===== src/rtl/rlu_pkg.sv =====
package rlu_pkg;
  typedef enum logic [1:0] {
    SEL_BASE  = 2'd0,
    SEL_LIMIT = 2'd1,
    SEL_CLEAR = 2'd2
  } cfg_sel_e;
endpackage


===== src/rtl/rlu_regs.sv =====
module rlu_regs #(
  parameter int ADDR_W = 32
) (
  input  logic              clk,
  input  logic              rst,
  input  logic              wr,
  input  logic              kernel,
  input  logic [1:0]        sel,
  input  logic [ADDR_W-1:0] data,
  output logic [ADDR_W-1:0] base_q,
  output logic [ADDR_W-1:0] limit_q,
  output logic              viol_q
);
  import rlu_pkg::*;

  logic ok_wr;
  assign ok_wr = wr && kernel;

  always_ff @(posedge clk) begin
    if (rst) begin
      base_q  <= '0;
      limit_q <= '0;
      viol_q  <= 1'b0;
    end else begin
      if (ok_wr && sel == SEL_BASE)  base_q  <= data;
      if (ok_wr && sel == SEL_LIMIT) limit_q <= data;
      if (wr && !kernel)             viol_q  <= 1'b1;
      else if (ok_wr && sel == SEL_CLEAR) viol_q <= 1'b0;
    end
  end

  assert_user_write_blocked_R8: assert property (@(posedge clk) disable iff (rst)
    (wr && !kernel) |=> ($stable(base_q) && $stable(limit_q)));
  assert_viol_set_R8: assert property (@(posedge clk) disable iff (rst)
    (wr && !kernel) |=> viol_q);
  assert_viol_sticky_R9: assert property (@(posedge clk) disable iff (rst)
    (viol_q && !(wr && kernel && sel == SEL_CLEAR)) |=> viol_q);
endmodule


===== src/rtl/rlu_check.sv =====
module rlu_check #(
  parameter int ADDR_W = 32
) (
  input  logic              valid,
  input  logic              kernel,
  input  logic [ADDR_W-1:0] laddr,
  input  logic [ADDR_W-1:0] base,
  input  logic [ADDR_W-1:0] limit,
  output logic              req,
  output logic              flt,
  output logic [ADDR_W-1:0] paddr
);
  localparam int SUM_W = ADDR_W + 1;

  logic [SUM_W-1:0] sum;
  logic in_range, carry;

  always_comb begin
    sum      = {1'b0, base} + {1'b0, laddr};
    in_range = laddr < limit;
    carry    = sum[SUM_W-1];
    if (!valid) begin
      req = 1'b0; flt = 1'b0; paddr = '0;
    end else if (kernel) begin
      req = 1'b1; flt = 1'b0; paddr = laddr;
    end else if (in_range && !carry) begin
      req = 1'b1; flt = 1'b0; paddr = sum[ADDR_W-1:0];
    end else begin
      req = 1'b0; flt = 1'b1; paddr = '0;
    end
  end
endmodule


===== src/rtl/rlu_outreg.sv =====
module rlu_outreg #(
  parameter int ADDR_W = 32
) (
  input  logic              clk,
  input  logic              rst,
  input  logic              req_d,
  input  logic              flt_d,
  input  logic [ADDR_W-1:0] addr_d,
  output logic              req_q,
  output logic              flt_q,
  output logic [ADDR_W-1:0] addr_q
);
  always_ff @(posedge clk) begin
    if (rst) begin
      req_q  <= 1'b0;
      flt_q  <= 1'b0;
      addr_q <= '0;
    end else begin
      req_q  <= req_d;
      flt_q  <= flt_d;
      addr_q <= addr_d;
    end
  end

  assert_req_fault_excl_R5: assert property (@(posedge clk) disable iff (rst)
    !(req_q && flt_q));
endmodule


===== src/rtl/base_limit_mmu.sv =====
module base_limit_mmu #(
  parameter int ADDR_W = 32
) (
  input  logic              clk,
  input  logic              rst,
  input  logic              acc_valid_i,
  input  logic [ADDR_W-1:0] acc_addr_i,
  input  logic              priv_kernel_i,
  input  logic              cfg_wr_i,
  input  logic [1:0]        cfg_sel_i,
  input  logic [ADDR_W-1:0] cfg_data_i,
  output logic              mem_valid_o,
  output logic [ADDR_W-1:0] mem_addr_o,
  output logic              fault_o,
  output logic              priv_viol_o
);
  logic [ADDR_W-1:0] base_q, limit_q, paddr_d;
  logic req_d, flt_d;

  rlu_regs #(.ADDR_W(ADDR_W)) u_regs (
    .clk(clk), .rst(rst), .wr(cfg_wr_i), .kernel(priv_kernel_i),
    .sel(cfg_sel_i), .data(cfg_data_i),
    .base_q(base_q), .limit_q(limit_q), .viol_q(priv_viol_o)
  );

  rlu_check #(.ADDR_W(ADDR_W)) u_check (
    .valid(acc_valid_i), .kernel(priv_kernel_i), .laddr(acc_addr_i),
    .base(base_q), .limit(limit_q),
    .req(req_d), .flt(flt_d), .paddr(paddr_d)
  );

  rlu_outreg #(.ADDR_W(ADDR_W)) u_out (
    .clk(clk), .rst(rst), .req_d(req_d), .flt_d(flt_d), .addr_d(paddr_d),
    .req_q(mem_valid_o), .flt_q(fault_o), .addr_q(mem_addr_o)
  );

  assert_kernel_passthru_R6: assert property (@(posedge clk) disable iff (rst)
    (acc_valid_i && priv_kernel_i) |=>
      (mem_valid_o && !fault_o && mem_addr_o == $past(acc_addr_i)));
  assert_out_of_range_R3: assert property (@(posedge clk) disable iff (rst)
    (acc_valid_i && !priv_kernel_i && acc_addr_i >= limit_q) |=>
      (fault_o && !mem_valid_o));
endmodule


===== config.mk =====
export PLATFORM = sky130hd
export DESIGN_NAME = base_limit_mmu
export DESIGN_NICKNAME = d
export VERILOG_FILES = /design/src/rtl/rlu_pkg.sv /design/src/rtl/rlu_regs.sv /design/src/rtl/rlu_check.sv /design/src/rtl/rlu_outreg.sv /design/src/rtl/base_limit_mmu.sv
export SDC_FILE = /design/constraint.sdc
export NUM_CORES = 1
export LEC_CHECK = 0
export BUFFER_PORTS_ARGS = -buffer_cell sky130_fd_sc_hd__buf_2
export CORE_MARGIN = 10
export CORE_UTILIZATION = 35
export CTS_CLUSTER_DIAMETER = 50
export CTS_CLUSTER_SIZE = 40
export DETAILED_ROUTE_END_ITERATION = 6
export GPL_TIMING_DRIVEN = 1
export HOLD_SLACK_MARGIN = 0.03
export SYNTH_ARGS = -nofsm -noshare
export SYNTH_HDL_FRONTEND = slang
export SYNTH_SLANG_ARGS = --single-unit

===== constraint.sdc =====
create_clock -name clk -period 3.25 [get_ports clk]
set_input_delay 0.65 -clock clk [delete_from_list [all_inputs] [get_ports clk]]
set_output_delay 0.65 -clock clk [all_outputs]
set_load 0.01 [all_outputs]

==> flow_summary.json, run 1 <==
{
  "initial_core_util": 0.357,
  "die_h_um": 150,
  "rows": 47,
  "ys_top_cells_by_area": "dfxtp_1 (34%), ha_1 (13%), nand2_1 (11%), a21oi_1 (11%), inv_1 (2.6%)",
  "synth_cells": 767,
  "clk_transition_reported_paths_ns": 0.07,
  "setup_ws_ns": 0.254,
  "dr.pass1.iters": 5,
  "via_per_inst": 4.98,
  "n_fill_cell": 1684,
  "maxSlewViolCount": 0,
  "power_density_nw_per_um2": 382,
  "finalSetupViolCount": 0,
  "r2r_setup_slack_ns": 0.37,
  "wirelength_mm": 18.0,
  "grt_setup_unrepaired": "no",
  "maxCapViolCount": 0,
  "grt_max_degree": 66,
  "worstSetupStartpointType": "primary input",
  "grt_pass1_wl_mm": 28.4,
  "track_usage": 0.159,
  "worstPathMaxFanout": 23,
  "cts_sinks": 99,
  "ant_nets": 0,
  "ys_seq_area_frac": 0.336,
  "cts_root_buf": "clkbuf_16",
  "clk-insertion-delay-late_ns": 0.36,
  "cts_tree": "done",
  "power_uw": 2790,
  "fin_crit_sh": 0.922,
  "die-area_um2": 22400,
  "timing.hold.ws_ns": 0.454,
  "dp_hpwl_mm": 13.8,
  "post-route-util": 0.442,
  "worstSetupPathType": "in2reg",
  "slew_headroom": 0.501,
  "hold_viol": 0,
  "crit_path_start": "acc_addr_i[29]",
  "cts_buffers": 9,
  "syn_area_um2": 5900,
  "portBuffers": 105,
  "rr_endpoint": "u_out.addr_q[9]",
  "required_ns": 3.53,
  "min_period_ns": 3.00,
  "syn_to_final_growth_pct": 23.9,
  "critPathCaptureType": "flop",
  "clockBufferDepth": 2,
  "ys_warn_count": 0,
  "r2r_cells": 10,
  "first_global_vias": 5399,
  "cts_setup_buffers": 0,
  "fmax_mhz": 334,
  "vias": 5652,
  "antenna_found_initial": 4,
  "p_leak_uw": 0.00314,
  "avgSynthCellArea_um2": 7.69,
  "synth_edf_count": 0,
  "drc": 0,
  "place.gp.congestion": 0.897,
  "tightestPinTransition_ns": 0.745,
  "ys_types": 61,
  "die_w_um": 150,
  "htreeDepth": 3,
  "synth_top_cell_area_share": 0.336,
  "globalRouteOverflowTotal": 0,
  "fin_skew_ns": 0.00765,
  "cp-endpoint": "u_out.addr_q[9]",
  "status": "finished, final reports clean",
  "hold_path_class": "reg2reg",
  "ys_ff_latch": 99,
  "yosys.area.top_type": "dfxtp_1",
  "ir_drop_mv": 0.266,
  "drive_above_1_share": 0.215,
  "drtIter0Drc": 419,
  "ys_async_sr_fraction": 0,
  "synth-main-ff-cell": "dfxtp_1",
  "finalNetCount": 1042,
  "io_pins": 106,
  "synthesis.nets": 902,
  "coreArea_um2": 16500,
  "reg2reg_from": "u_regs.base_q[29]",
  "worstPathArrival_ns": 3.28,
  "wl_per_cell_um": 15.9,
  "pre_cts_ws_ns": -0.386
}
-- worst max-delay path: stages --
cell and delay, ns:
buf_2 0.12, ha_1 0.30, a21oi_1 0.16, nor2b_1 0.08, o21ai_0 0.17, nand3_1 0.16
a2111oi_2 0.40, o21ai_0 0.19, a31o_4 0.34, or4_1 0.54, a21oi_1 0.17
-- per-layer routing --
| layer | track usage | wire (um) | vias up |
|---|---|---|---|
| met4 | 0.0515 | 263 | 2 |
| met5 | 0 | 7 | - |
| met1 | 0.223 | 9030 | 2548 |
| met3 | 0.0426 | 1080 | 18 |
| li1 | - | - | 2952 |
| met2 | 0.231 | 7620 | 132 |
-- cells in the mapped netlist (all sizes together) (4+ instances only) --
cell    instances
and3            4
nand3           4
a211oi          4
nor3            5
nand2b          6
clkbuf         31
nor2b           8
a21oi         136
a22o            7
a31oi           4
ha             63
dfxtp          99
o21bai          4
inv            41
a21o            9
or3            20
o21ai          35
nor2           30
nand4           9
xnor2          10
xor2           14
nand2         179
-- placed cells by master, fill, tap and decap left out, types with 7 or more instances in the layout --
cell	count
ha_1	63
a21oi_1	132
or3_1	20
xnor2_1	10
nor2_1	28
a22o_1	7
dfxtp_1	99
buf_4	57
o21ai_1	9
o21ai_0	25
nand4_1	9
inv_1	41
nor2b_1	7
buf_2	105
nand2_1	178
a21o_1	9
xor2_1	14
clkbuf_16	9
-- per-stage QoR --
stage | instances | TNS (ns) | area, um^2
after floorplan | 767 | 0 | 5900
after global placement | 1116 | -5.52 | 7000
after detailed placement | 1116 | -6.54 | 7000
after CTS | 1132 | 0 | 7290
after global routing | 1132 | 0 | 7300
final | 1135 | 0 | 7310
-- worst min path at each step --
stage | from | cells after the start | end | slack [ns]
floorplan | u_regs.limit_q[0] | 2 | u_regs.limit_q[0] | 0.43
global placement | u_regs.limit_q[26] | 2 | u_regs.limit_q[26] | 0.44
detailed placement | u_regs.limit_q[23] | 2 | u_regs.limit_q[23] | 0.45
CTS | u_regs.limit_q[23] | 2 | u_regs.limit_q[23] | 0.46
global route | u_regs.limit_q[25] | 2 | u_regs.limit_q[25] | 0.47
finish | u_regs.limit_q[18] | 2 | u_regs.limit_q[18] | 0.45
-- state kept, by name, indices dropped and copies added, names as in the netlist --
register        flops
u_out.addr_q       32
u_regs.limit_q     32
u_regs.base_q      32
u_regs.viol_q       1
u_out.req_q         1
u_out.flt_q         1
-- logic make-up (layout without fill, tap and decap cells) --
family	count (synthesis)	count (layout)	share of synthesized area
AOI/OAI and AO/OA	225	225	0.227
xor gates and xnor gates	24	24	0.0356
adders and majority gates	64	64	0.137
buffers and inverters	75	220	0.0505
DFF	99	99	0.336
muxes	1	1	0.00170
other	0	3	0
and+or+nand+nor	279	279	0.212
-- where the power goes --
group / internal [uW] / switching (uW) / leakage [uW] / total (uW)
sequential: 1250 / 13.9 / 0.000804 / 1260
combinational: 202 / 267 / 0.00219 / 469
clock: 580 / 484 / 0.000148 / 1060
-- final cells by class --
type | count | area (um^2) | share of cell area
well taps | 220 | 275 | 0.0377
clock inverters | 4 | 23.8 | 0.00325
inverters | 41 | 154 | 0.0211
clock buffers | 12 | 267 | 0.0365
diodes | 3 | 7.51 | 0.00103
repair buffers | 163 | 973 | 0.133
flip-flops and latches | 99 | 1980 | 0.271
multi-input cells | 593 | 3620 | 0.496
-- timing repair --
action	CTS	global route
gates resized for setup	1	1
setup endpoints to repair	2	8
hold buffers	0	0
cloned	0	0
No activity file was read; power rests on OpenSTA's default activity.
==> run 2, diff against run 1 <==
--- a/config.mk
+++ b/config.mk
@@ -11,7 +11,7 @@
 export CTS_CLUSTER_DIAMETER = 50
 export CTS_CLUSTER_SIZE = 40
 export DETAILED_ROUTE_END_ITERATION = 6
-export GPL_TIMING_DRIVEN = 1
+export GPL_TIMING_DRIVEN = 0
 export HOLD_SLACK_MARGIN = 0.03
 export SYNTH_ARGS = -nofsm -noshare
 export SYNTH_HDL_FRONTEND = slang
==> constraint.sdc (replaced) <==
create_clock -name clk -period 3.25 [get_ports clk]
set_input_delay 0.65 -clock clk [delete_from_list [all_inputs] [get_ports clk]]
set_output_delay 0.65 -clock clk [all_outputs]
set_load 0.005 [all_outputs]
==> flow_summary.json, run 2 (synthesis results as in run 1) <==
{
  "cts_sinks": 99,
  "io_pins": 106,
  "tightestPinTransition_ns": 0.835,
  "hp-start": "u_regs.limit_q[0]",
  "worstPathArrival_ns": 3.41,
  "maxCapViolCount": 0,
  "power_density_nw_per_um2": 416,
  "cts_tree": "done",
  "mostFrequentLayoutCells": "nand2_1 (177), a21oi_1 (131), buf_2 (106)",
  "grt_max_degree": 17,
  "status": "finished, final reports clean",
  "power.internal_uw": 2180,
  "portBuffers": 105,
  "ir_drop_mv": 0.282,
  "r2r_cells": 10,
  "via_per_inst": 4.96,
  "drtIter0Drc": 355,
  "n_fill_cell": 1741,
  "p_switching_uw": 772,
  "drc": 0,
  "p_leak_uw": 0.00293,
  "clockBufferDepth": 2,
  "p_sw_frac": 0.262,
  "cts_root_buf": "clkbuf_16",
  "hold_path_class": "reg2reg",
  "finalSetupViolCount": 0,
  "hold_viol": 0,
  "die_w_um": 150,
  "fmax_mhz": 317,
  "p_seq_frac": 0.427,
  "finalNetCount": 1018,
  "worst_hold_path.num_cells": 2,
  "pwr-share-comb": 0.147,
  "required_ns": 3.50,
  "worstSetupStartpointType": "primary input",
  "ctsHoldBuffers": 0,
  "vias": 5511,
  "place.gp.congestion": 0.866,
  "wl_per_cell_um": 15.9,
  "clk_transition_reported_paths_ns": 0.07,
  "r2r_setup_slack_ns": 0.22,
  "cts_setup_buffers": 0,
  "globalRouteOverflowTotal": 0,
  "final_common_cell": "nand2_1",
  "fin_skew_ns": 0.00812,
  "dp_hpwl_mm": 14.1,
  "power_uw": 2950,
  "wirelength_mm": 17.7,
  "ant_nets": 0,
  "antenna_found_initial": 4,
  "coreArea_um2": 16500,
  "grt_setup_unrepaired": "no",
  "dr.pass1.iters": 5,
  "initial_core_util": 0.357,
  "critPathCaptureType": "flop",
  "reg2reg_from": "u_regs.base_q[4]",
  "maxSlewViolCount": 0,
  "die-area_um2": 22400,
  "first_global_vias": 5442,
  "grt_pass1_wl_mm": 28.2,
  "fin_crit_sh": 0.970,
  "clkPwrFrac": 0.426,
  "drive_above_1_share": 0.160,
  "track_usage": 0.158,
  "min_period_ns": 3.15,
  "top_regs": "u_out.addr_q: 32 flops, u_regs.base_q: 32 flops, u_regs.limit_q: 32 flops",
  "whs_endpoint": "u_regs.limit_q[0]",
  "worstPathMaxFanout": 5,
  "post-route-util": 0.428,
  "die_h_um": 150,
  "slew_headroom": 0.441,
  "rr_endpoint": "u_out.addr_q[31]",
  "clk-insertion-delay-late_ns": 0.36,
  "htreeDepth": 3,
  "worstSetupPathType": "in2reg",
  "cts_buffers": 9,
  "syn_to_final_growth_pct": 20.1,
  "rows": 47
}
run 2: cell types whose count changed in the layout (fill, tap and decap cells not counted), sizes merged:
cell / before / now
buf: 163 / 108
inv: 41 / 42
clkinv: 4 / 2
clkbuf: 12 / 41
bufinv: 0 / 3
run 2: critical path: stages:
cell and delay (ns):
buf_2 0.13, ha_1 0.36, a21o_1 0.18, a31oi_1 0.24
a21oi_1 0.16, nor2_2 0.18, or3b_4 0.43, a31o_1 0.26
a41o_1 0.25, or3_1 0.31, a32o_1 0.26
run 2: routing by layer:
layer,part of all wire,vias up,GRT usage
met1,0.46,2481,0.202
met4,0.018,2,0.0491
met3,0.066,22,0.0495
li1,-,2892,-
met2,0.45,114,0.250
met5,0.00068,-,0
run 2: what timing repair did:
item,in CTS,in global routing
endpoints found under the setup margin,2,13
gates resized for setup,1,6
pin swaps,0,0
run 2: metrics by stage:
stage / std cells / setup TNS [ns] / instance area, um^2 / hold WS [ns] / worst slack [ns]
after floorplan: 767 / 0 / 5900 / 0.432 / 0.256
after global placement: 1092 / -5.20 / 6700 / 0.441 / -0.418
after detailed placement: 1092 / -5.52 / 6700 / 0.446 / -0.441
after CTS: 1108 / 0 / 7040 / 0.457 / 0.0545
after global routing: 1108 / 0 / 7070 / 0.474 / 0.0183
final: 1111 / 0 / 7080 / 0.452 / 0.0959
run 2: final cells by class:
cell class                      instances  area, um^2  share of cell area
Antenna cell                            3        7.51             0.00106
Buffer                                 34         144              0.0203
Clock buffer                           10         229              0.0323
Clock inverter                          6         113              0.0159
Inverter                               41         154              0.0217
Multi-Input combinational cell        593        3650               0.516
Sequential cell                        99        1980               0.280
Tap cell                              220         275              0.0389
Timing Repair Buffer                  105         526              0.0742
run 2: how the worst max path moves through the flow:
stage	from	cells past startpoint	endpoint	slack, ns
2_1_floorplan	acc_addr_i[8]	10	u_out.addr_q[31]	0.26
5_1_grt	acc_addr_i[0]	14	u_out.addr_q[15]	0.02
6_report	acc_addr_i[4]	11	u_out.addr_q[31]	0.1
3_3_place_gp	acc_addr_i[0]	13	u_out.addr_q[28]	-0.42
4_1_cts	acc_addr_i[0]	14	u_out.addr_q[31]	0.05
3_5_place_dp	acc_addr_i[0]	13	u_out.addr_q[28]	-0.44
run 2: power by group through the flow:
stage                     registers, uW  clock network (uW)  logic, uW
after global routing               1260                1340        491
after floorplan                    1290                   0        259
final                              1260                1260        432
after detailed placement           1290                   0        429
after CTS                          1260                1290        432
after global placement             1290                   0        427
==> run 3, diff against run 2 <==
--- a/config.mk
+++ b/config.mk
@@ -7,12 +7,13 @@
 export LEC_CHECK = 0
 export BUFFER_PORTS_ARGS = -buffer_cell sky130_fd_sc_hd__buf_2
 export CORE_MARGIN = 10
-export CORE_UTILIZATION = 35
+export CORE_UTILIZATION = 57
 export CTS_CLUSTER_DIAMETER = 50
 export CTS_CLUSTER_SIZE = 40
 export DETAILED_ROUTE_END_ITERATION = 6
 export GPL_TIMING_DRIVEN = 0
 export HOLD_SLACK_MARGIN = 0.03
+export PLACE_DENSITY = 0.81
 export SYNTH_ARGS = -nofsm -noshare
 export SYNTH_HDL_FRONTEND = slang
 export SYNTH_SLANG_ARGS = --single-unit
==> constraint.sdc (replaced) <==
create_clock -name clk -period 3 [get_ports clk]
set_input_delay 0.6 -clock clk [delete_from_list [all_inputs] [get_ports clk]]
set_output_delay 0.6 -clock clk [all_outputs]
set_load 0.005 [all_outputs]
==> flow_summary.json, run 3 (synthesis results as in run 1) <==
{
  "htreeDepth": 3,
  "finalNetCount": 1029,
  "wl_met2_mm": 8.15,
  "path_cells": "buf_4, ha_4, inv_2, fa_2, nor2b_4, o31a_1, o311ai_2, nand2_2, a21oi_4, o21bai_4, a31o_4, buf_12, or4_4, a21oi_2",
  "rows": 37,
  "whs_endpoint": "u_regs.limit_q[5]",
  "final_common_cell": "nand2_1",
  "cts_sinks": 99,
  "diodes": 0,
  "mostFrequentLayoutCells": "nand2_1 (178), a21oi_1 (119), buf_2 (105)",
  "rr_endpoint": "u_out.addr_q[9]",
  "min_period_ns": 3.06,
  "dp_hpwl_mm": 13.8,
  "cpMaxStageDelayCell": "or4_4",
  "dr.pass1.iters": 5,
  "ir_drop_mv": 0.222,
  "crit_path_start": "acc_addr_i[0]",
  "initial_core_util": 0.579,
  "io_pins": 106,
  "first_global_vias": 5646,
  "drive_above_1_share": 0.212,
  "finalSetupViolCount": 14,
  "wl_met1_mm": 7.88,
  "met3_length_mm": 1.31,
  "worstSetupStartpointType": "primary input",
  "track_usage": 0.226,
  "vias": 5978,
  "fin_crit_sh": 1.02,
  "worst_hold_path.num_cells": 2,
  "r2r_cells": 13,
  "clockBufferDepth": 2,
  "die_h_um": 122,
  "setup_ws_ns": -0.0633,
  "hold_viol": 0,
  "drc": 0,
  "worstPathMaxFanout": 6,
  "crit_buf_inv": 3,
  "cts_root_buf": "clkbuf_8",
  "tightestPinTransition_ns": 0.863,
  "grt_pass1_wl_mm": 27.1,
  "maxCapViolCount": 0,
  "ant_nets": 0,
  "worstSetupPathType": "in2reg",
  "fmax_mhz": 326,
  "grt_setup_unrepaired": "yes",
  "clk_transition_reported_paths_ns": 0.09,
  "topRoutingLayerUsed": "met4",
  "status": "finished, violations left",
  "maxSlewViolCount": 0,
  "syn_to_final_growth_pct": 21.0,
  "die_w_um": 122,
  "violations": "setup timing",
  "drtIter0Drc": 420,
  "hold_path_class": "reg2reg",
  "p_leak_uw": 0.00295,
  "slowest_delay_ns": 0.48,
  "reg2reg_from": "u_regs.base_q[0]",
  "critPathCaptureType": "flop",
  "worstPathArrival_ns": 3.36,
  "power_density_nw_per_um2": 378,
  "pre_cts_ws_ns": -0.641,
  "coreArea_um2": 10200,
  "power_uw": 2700,
  "fin_skew_ns": 0.00543,
  "final_area_um2": 7140,
  "slew_headroom": 0.422,
  "clk-insertion-delay-late_ns": 0.37,
  "wirelength_mm": 17.8,
  "r2r_setup_slack_ns": -0.05,
  "antenna_found_initial": 0,
  "hp-start": "u_regs.limit_q[5]",
  "grt_max_degree": 16,
  "via_per_inst": 5.78,
  "required_ns": 3.30,
  "wl_per_cell_um": 17.2,
  "dpl_cell_area_um2": 6590,
  "top_regs": "u_out.addr_q: 32 flops, u_regs.base_q: 32 flops, u_regs.limit_q: 32 flops",
  "globalRouteOverflowTotal": 0,
  "die-area_um2": 14800,
  "cts_tree": "done",
  "cp_top_family": "compound AO/OA/AOI/OAI gates",
  "ctsHoldBuffers": 0,
  "place.gp.congestion": 0.949,
  "portBuffers": 105,
  "cts_buffers": 9
}
-- run 3: changes by cell type in the layout (fill, tap and decap cells not counted), moves of 4 or more --
cell	previous run	this run
or3_4	0	7
a21oi_2	4	16
clkbuf_8	0	10
or3_1	20	13
a21oi_1	131	119
buf_4	0	7
clkbuf_16	9	2
ha_2	0	4
ha_1	63	56
-- run 3: worst max-delay path by stage --
stage                       end  slack [ns]  cells after the start
5_1_grt         u_out.addr_q[7]       -0.14                     14
4_1_cts        u_out.addr_q[30]       0.002                     14
3_5_place_dp   u_out.addr_q[28]       -0.64                     13
2_1_floorplan  u_out.addr_q[31]        0.06                     10
6_report        u_out.addr_q[9]       -0.06                     14
3_3_place_gp   u_out.addr_q[31]       -0.63                     12
-- run 3: what timing repair did --
action	4_1_cts	5_1_grt
endpoints found under the hold margin	0	0
gates cloned	0	2
endpoints found under the setup margin	26	28
setup buffers	0	9
resized for setup	8	48
pin swaps	0	46
-- run 3: routing by layer --
layer,vias to the layer above,track usage
li1,2914,-
met1,2787,0.298
met2,239,0.358
met3,38,0.0407
met4,0,0.0917
met5,-,0
-- run 3: worst register-to-register path: cells and delay by family, from the launching register on --
kind                       cells  cell delay [ns]
AOI/OAI and AO/OA              6             1.36
and+or+nand+nor                3             0.67
adders and majority gates      2             0.39
DFF                            1             0.35
buffers and inverters          2             0.22
-- run 3: per-stage QoR --
stage / setup TNS, ns / hold WS (ns) / util / instances
2_1_floorplan: 0 / 0.432 / - / 767
3_3_place_gp: -15.50 / 0.443 / 0.647 / 1008
3_5_place_dp: -15.04 / 0.446 / 0.647 / 1008
4_1_cts: 0 / 0.460 / 0.668 / 1023
5_1_grt: -2.44 / 0.468 / 0.701 / 1034
6_report: -0.326 / 0.461 / 0.701 / 1034
-- run 3: cell type report --
type	instances	area, um^2
sequential	99	1990
multi-input combinational	593	3830
tap	136	170
clock inverter	4	27.5
timing repair buffer	116	674
inverter	41	154
buffer	34	151
fill	880	3050
clock buffer	11	141
-- run 3: where the power goes --
part           total, uW  leakage, uW  switching (uW)  internal (uW)
registers           1370     0.000805            15.3           1350
logic                538      0.00206             311            227
clock network        798    0.0000891             477            321
total               2700      0.00295             803           1900
